### src/rtl/rsv_pkg.sv
package rsv_pkg;
  localparam logic [3:0] FLAG_ADDR = 4'h9;
  localparam logic [3:0] TRIP_ADDR = 4'hB;
  localparam int WDT_FLAG_BIT = 7;
  localparam int POR_FLAG_BIT = 6;
  localparam int TRIP_BIT     = 0;

  typedef enum logic [1:0] {ST_IDLE, ST_HOLD, ST_RUN} stretch_st_t;

  function automatic int ms_cycles(input int cyc_per_ms, input int ms);
    return cyc_per_ms * ms;
  endfunction
endpackage

### src/rtl/rsv_pin_filter.sv
module rsv_pin_filter #(
  parameter int DEB_CYC   = 1000,
  parameter int BLANK_CYC = 2
) (
  input  logic clk,
  input  logic rst_n,
  input  logic pin_i,
  input  logic drive_i,
  output logic blanked_o,
  output logic evt_o
);
  localparam int DW = $clog2(DEB_CYC + 1);
  localparam int BW = $clog2(BLANK_CYC + 1);

  logic          sync1_q, sync2_q;
  logic [DW-1:0] deb_q;
  logic [BW-1:0] blank_q;
  logic          low_seen;

  assign blanked_o = drive_i || (blank_q != '0);
  assign low_seen  = !blanked_o && !sync2_q;
  assign evt_o     = low_seen && (deb_q == DW'(DEB_CYC - 1));

  always_ff @(posedge clk or negedge rst_n) begin
    if (!rst_n) begin
      sync1_q <= 1'b1;
      sync2_q <= 1'b1;
      deb_q   <= '0;
      blank_q <= BW'(BLANK_CYC);
    end else begin
      sync1_q <= pin_i;
      sync2_q <= sync1_q;
      if (drive_i)
        blank_q <= BW'(BLANK_CYC);
      else if (blank_q != '0)
        blank_q <= blank_q - 1'b1;
      if (!low_seen)
        deb_q <= '0;
      else if (deb_q != DW'(DEB_CYC))
        deb_q <= deb_q + 1'b1;
    end
  end
endmodule

### src/rtl/rsv_stretch.sv
module rsv_stretch
  import rsv_pkg::*;
#(
  parameter int STRETCH_CYC = 100000
) (
  input  logic clk,
  input  logic rst_n,
  input  logic hold_i,
  input  logic trig_i,
  output logic drive_o,
  output logic rel_o
);
  localparam int CW = $clog2(STRETCH_CYC + 1);

  stretch_st_t   st_q;
  logic [CW-1:0] cnt_q;
  logic          prev_q;

  assign drive_o = (st_q != ST_IDLE);
  assign rel_o   = prev_q && !drive_o;

  always_ff @(posedge clk or negedge rst_n) begin
    if (!rst_n) begin
      st_q   <= ST_RUN;
      cnt_q  <= '0;
      prev_q <= 1'b1;
    end else begin
      prev_q <= drive_o;
      if (hold_i) begin
        st_q  <= ST_HOLD;
        cnt_q <= '0;
      end else if (trig_i) begin
        st_q  <= ST_RUN;
        cnt_q <= '0;
      end else begin
        case (st_q)
          ST_HOLD, ST_RUN: begin
            if (cnt_q == CW'(STRETCH_CYC - 1)) begin
              st_q  <= ST_IDLE;
              cnt_q <= '0;
            end else begin
              st_q  <= ST_RUN;
              cnt_q <= cnt_q + 1'b1;
            end
          end
          default: begin
            st_q  <= ST_IDLE;
            cnt_q <= '0;
          end
        endcase
      end
    end
  end
endmodule

### src/rtl/rsv_flags.sv
module rsv_flags
  import rsv_pkg::*;
(
  input  logic       clk,
  input  logic       rst_n,
  input  logic       set_por_i,
  input  logic       set_wdt_i,
  input  logic       we_i,
  input  logic [3:0] addr_i,
  input  logic [7:0] wdata_i,
  output logic       por_o,
  output logic       wdt_o,
  output logic       trip_o
);
  logic flag_wr, trip_wr;
  logic keep_por, keep_wdt;

  assign flag_wr  = we_i && (addr_i == FLAG_ADDR);
  assign trip_wr  = we_i && (addr_i == TRIP_ADDR);
  assign keep_por = !flag_wr || wdata_i[POR_FLAG_BIT];
  assign keep_wdt = !flag_wr || wdata_i[WDT_FLAG_BIT];

  always_ff @(posedge clk or negedge rst_n) begin
    if (!rst_n) begin
      por_o  <= 1'b1;
      wdt_o  <= 1'b0;
      trip_o <= 1'b0;
    end else begin
      por_o <= set_por_i || (por_o && keep_por);
      wdt_o <= set_wdt_i || (wdt_o && keep_wdt);
      if (trip_wr)
        trip_o <= wdata_i[TRIP_BIT];
    end
  end

  logic unused_data;
  assign unused_data = ^wdata_i[5:1];
endmodule

### src/rtl/rst_supervisor.sv
module rst_supervisor
  import rsv_pkg::*;
#(
  parameter int CYC_PER_MS  = 1000,
  parameter int STRETCH_MS  = 100,
  parameter int DEBOUNCE_MS = 1,
  parameter int BLANK_CYC   = 2
) (
  input  logic       clk,
  input  logic       rst_n,
  input  logic       lowsup_i,
  input  logic       pin_i,
  input  logic       wdt_fault_i,
  input  logic       wdt_en_i,
  input  logic       mem_busy_i,
  input  logic       reg_we_i,
  input  logic [3:0] reg_addr_i,
  input  logic [7:0] reg_wdata_i,
  output logic       rst_drv_o,
  output logic       lockout_o,
  output logic       rel_pulse_o,
  output logic       flag_por_o,
  output logic       flag_wdt_o,
  output logic       trip_sel_o
);
  localparam int STRETCH_CYC = ms_cycles(CYC_PER_MS, STRETCH_MS);
  localparam int DEB_CYC     = ms_cycles(CYC_PER_MS, DEBOUNCE_MS);

  logic manual_evt;
  logic pin_blanked;
  logic wdt_trig;
  logic any_trig;
  logic grace_q;

  assign wdt_trig = wdt_fault_i && wdt_en_i;
  assign any_trig = manual_evt || wdt_trig;

  rsv_pin_filter #(.DEB_CYC(DEB_CYC), .BLANK_CYC(BLANK_CYC)) u_filter (
    .clk(clk), .rst_n(rst_n), .pin_i(pin_i), .drive_i(rst_drv_o),
    .blanked_o(pin_blanked), .evt_o(manual_evt)
  );

  rsv_stretch #(.STRETCH_CYC(STRETCH_CYC)) u_stretch (
    .clk(clk), .rst_n(rst_n), .hold_i(lowsup_i), .trig_i(any_trig),
    .drive_o(rst_drv_o), .rel_o(rel_pulse_o)
  );

  rsv_flags u_flags (
    .clk(clk), .rst_n(rst_n),
    .set_por_i(lowsup_i || manual_evt), .set_wdt_i(wdt_fault_i),
    .we_i(reg_we_i), .addr_i(reg_addr_i), .wdata_i(reg_wdata_i),
    .por_o(flag_por_o), .wdt_o(flag_wdt_o), .trip_o(trip_sel_o)
  );

  // An operation busy at reset onset keeps its grace until it completes.
  always_ff @(posedge clk or negedge rst_n) begin
    if (!rst_n)
      grace_q <= 1'b0;
    else if (!rst_drv_o)
      grace_q <= 1'b1;
    else
      grace_q <= grace_q && mem_busy_i;
  end

  assign lockout_o = rst_drv_o && !(grace_q && mem_busy_i);
endmodule

### config.mk
export PLATFORM = sky130hd
export DESIGN_NAME = rst_supervisor
export DESIGN_NICKNAME = d
export VERILOG_FILES = /design/src/rtl/rsv_pkg.sv /design/src/rtl/rsv_pin_filter.sv /design/src/rtl/rsv_stretch.sv /design/src/rtl/rsv_flags.sv /design/src/rtl/rst_supervisor.sv
export SDC_FILE = /design/constraint.sdc
export NUM_CORES = 1
export LEC_CHECK = 0
export CORE_MARGIN = 3
export CORE_UTILIZATION = 50
export CTS_CLUSTER_SIZE = 16
export DETAILED_ROUTE_END_ITERATION = 10
export GPL_ROUTABILITY_DRIVEN = 1
export HOLD_SLACK_MARGIN = 0.1
export PLACE_DENSITY = 0.74
export RECOVER_POWER = 50
export SLEW_MARGIN = 25
export SYNTH_ARGS = -nofsm -noshare
export SYNTH_HDL_FRONTEND = slang
export SYNTH_SLANG_ARGS = --single-unit
### constraint.sdc
create_clock -name clk -period 2.25 [get_ports clk]
set_clock_uncertainty 0.05 [all_clocks]
set_input_delay 0.45 -clock clk [delete_from_list [all_inputs] [get_ports clk]]
set_output_delay 0.45 -clock clk [all_outputs]
set_load 0.02 [all_outputs]
==> flow_summary.yaml <==
status:
  status: "finished, final reports clean"
floorplan:
  die_h_um: 66.2
  dieWidth_um: 66.2
  io_pins: 26
  core_area_sq_um: 3420
  die_area_sq_um: 4390
  rows: 21
  initial_core_util_pct: 53.1
grt:
  grtUsageTotal_pct: 17.4
  grt_max_degree: 39
  grt_pass1_vias: 1294
  grt_antenna_before_repair: 0
  overflow: 0
  grt_pass1_wl_um: 5750
hold_path:
  hp-start: "u_filter.sync1_q"
  min_path_cells: 0
  hold_end: "u_filter.sync2_q"
  hp-class: "register to register"
sta:
  period_needed_ps: 2080
  hold_slack_ps: 321
  timing.final.ws_setup_ps: 174
  rsz0062_at_grt: "no"
  relSlewSlack_pct: 39.8
  fin_setup_tns_ps: 0
  max_freq_mhz: 482
  setup_violations: 0
  hold_violations: 0
  slew_violations: 0
  fin_crit_sh_pct: 92.3
  tightest_slew_ps: 903
placed_design:
  dp.cells: 240
  gp_congestion: 0.817
  portBuffers: 20
  pre_cts_ws_ps: 138
  hpwl_um: 2240
  dpl_cell_area_sq_um: 2070
route:
  wirelength_um: 3250
  drc: 0
  drt_iter0_drc: 34
  antenna_left: 0
  first_pass_iters: 4
  via_count: 1313
  via_per_inst: 5.29
  wl_per_cell_um: 13.1
clock_network:
  hold_buffers: 0
  numCtsBuffers: 5
  cts-root-buf: "clkbuf_4"
  clk_pin_slew_ps: 120
  insertion_delay_ps: 350
  cts_buffer_depth: 2
  post_cts_buffers: 0
  cts_tree: "done"
  htreeDepth: 2
  cts_sinks: 38
critical_path:
  required_ps: 1750
  r2r_end: "u_stretch.cnt_q[6]"
  rr_startpoint: "u_filter.blank_q[0]"
  cp-end-kind: "output pin"
  regToRegSetupSlack_ps: 390
  r2r_cells: 6
  crit_fanout: 4
  setup.worst_path.class: "register to output pin"
  cp-start-kind: "register"
  cp_data_arrival_time_ps: 1580
power:
  peakVddDrop_mv: 0.402
  power_density_nw_per_um2: 623
  leakage_nw: 0.830
  power.total_mw: 1.33
synthesis:
  synth-async-reset-ratio_pct: 100
  synth_flop_cell: "dfrtp_1"
  syn_inst: 175
  yosysWarningCount: 0
  synth-edff-count: 0
  syn_area_per_cell_sq_um: 10.4
  synthesis.area_sq_um: 1810
  yosysSeqAreaShare_pct: 52.8
  ys_types: 32
  ys_ff_latch: 38
  synth_fp_nets: 200
cells_and_area:
  stdcell_count: 248
  syn2layout_area_growth_pct: 18.0
  drive_gt1_share_pct: 10.9
  final_cell_mix: "dfrtp_1 (32), nor2_1 (26), xnor2_1 (16), nand2_1 (14), clkdlybuf4s50_1 (14)"
  final.fill_count: 277
  finish.utilization_pct: 62.7
  final_nets: 226
  final_common_cell: "dfrtp_1"
  antenna_cells: 0
  design_area_sq_um: 2140
run:
  drv_cap: 0
layer usage:
layer	vias to the layer above	global-route usage, %	wire (um)
met1	622	20.8	1500
met4	0	6.09	40
met2	34	28.9	1490
li1	651	-	-
met5	-	0	0
met3	6	6.29	221
sequential cells by signal, indices dropped and copies added (netlist names):
name / flops
u_flags.por_o: 1
u_filter.blank_q: 2
u_flags.wdt_o: 1
u_filter.sync1_q: 1
grace_q: 1
u_filter.deb_q: 10
u_stretch.st_q: 2
u_filter.sync2_q: 1
u_stretch.prev_q: 1
u_stretch.cnt_q: 17
u_flags.trip_o: 1
cell type report:
cell class	instances	area (sq um)	share of cell area [%]
tap	46	57.6	2.69
clock inverter	3	45.0	2.10
inverter	11	41.3	1.93
clock buffer	5	37.5	1.75
timing repair buffer	22	205	9.59
multi-input combinational	123	796	37.2
sequential	38	958	44.8
synthesized netlist by cell type (3+ instances only):
cell type | count | area [sq um]
dfrtp_1 | 32 | 801
nor4bb_1 | 3 | 30.0
nand3_1 | 7 | 35.0
nor2_1 | 26 | 97.6
o21ai_0 | 3 | 15.0
xor2_1 | 8 | 70.1
nand2_1 | 14 | 52.6
nor3_1 | 7 | 35.0
nor4_1 | 6 | 37.5
nand3b_1 | 3 | 22.5
nand4_1 | 8 | 50.1
xnor2_1 | 16 | 140
ha_1 | 5 | 62.6
dfstp_2 | 6 | 158
inv_1 | 11 | 41.3
repair_timing:
item | in CTS | in global routing
cloned | 0 | 0
setup endpoints to repair | 3 | 1
gates resized for setup | 3 | 2
power breakdown:
group	switching, mW	total, mW	internal, mW	leakage, nW
registers	0.0114	0.725	0.714	0.497
logic	0.0754	0.139	0.0633	0.295
clock network	0.238	0.471	0.233	0.0374
worst max-delay path, stage by stage, from the launching register on:
cell and delay, ps:
dfstp_2 530, inv_1 30, ha_1 210, inv_1 120, dlygate4sd2_1 350
kinds of logic after synthesis:
logic type	count (synthesis)	synth area share [%]
AOI/OAI and AO/OA	7	2.14
buffers and inverters	14	3.31
and+or+nand+nor	85	25.5
xor gates and xnor gates	24	11.6
adders and majority gates	5	3.45
DFF	38	52.8
muxes	2	1.17
worst max-delay path by stage:
stage | startpoint | end | slack (ps) | cells after the start
floorplan | u_filter.blank_q[0] | u_stretch.cnt_q[10] | 530 | 7
global placement | mem_busy_i | lockout_o | 140 | 5
detailed placement | mem_busy_i | lockout_o | 140 | 5
CTS | u_stretch.st_q[1] | lockout_o | 30 | 6
global route | u_stretch.st_q[1] | rst_drv_o | 60 | 4
finish | u_stretch.st_q[1] | rst_drv_o | 170 | 4
No activity file was read; power rests on OpenSTA's default activity.
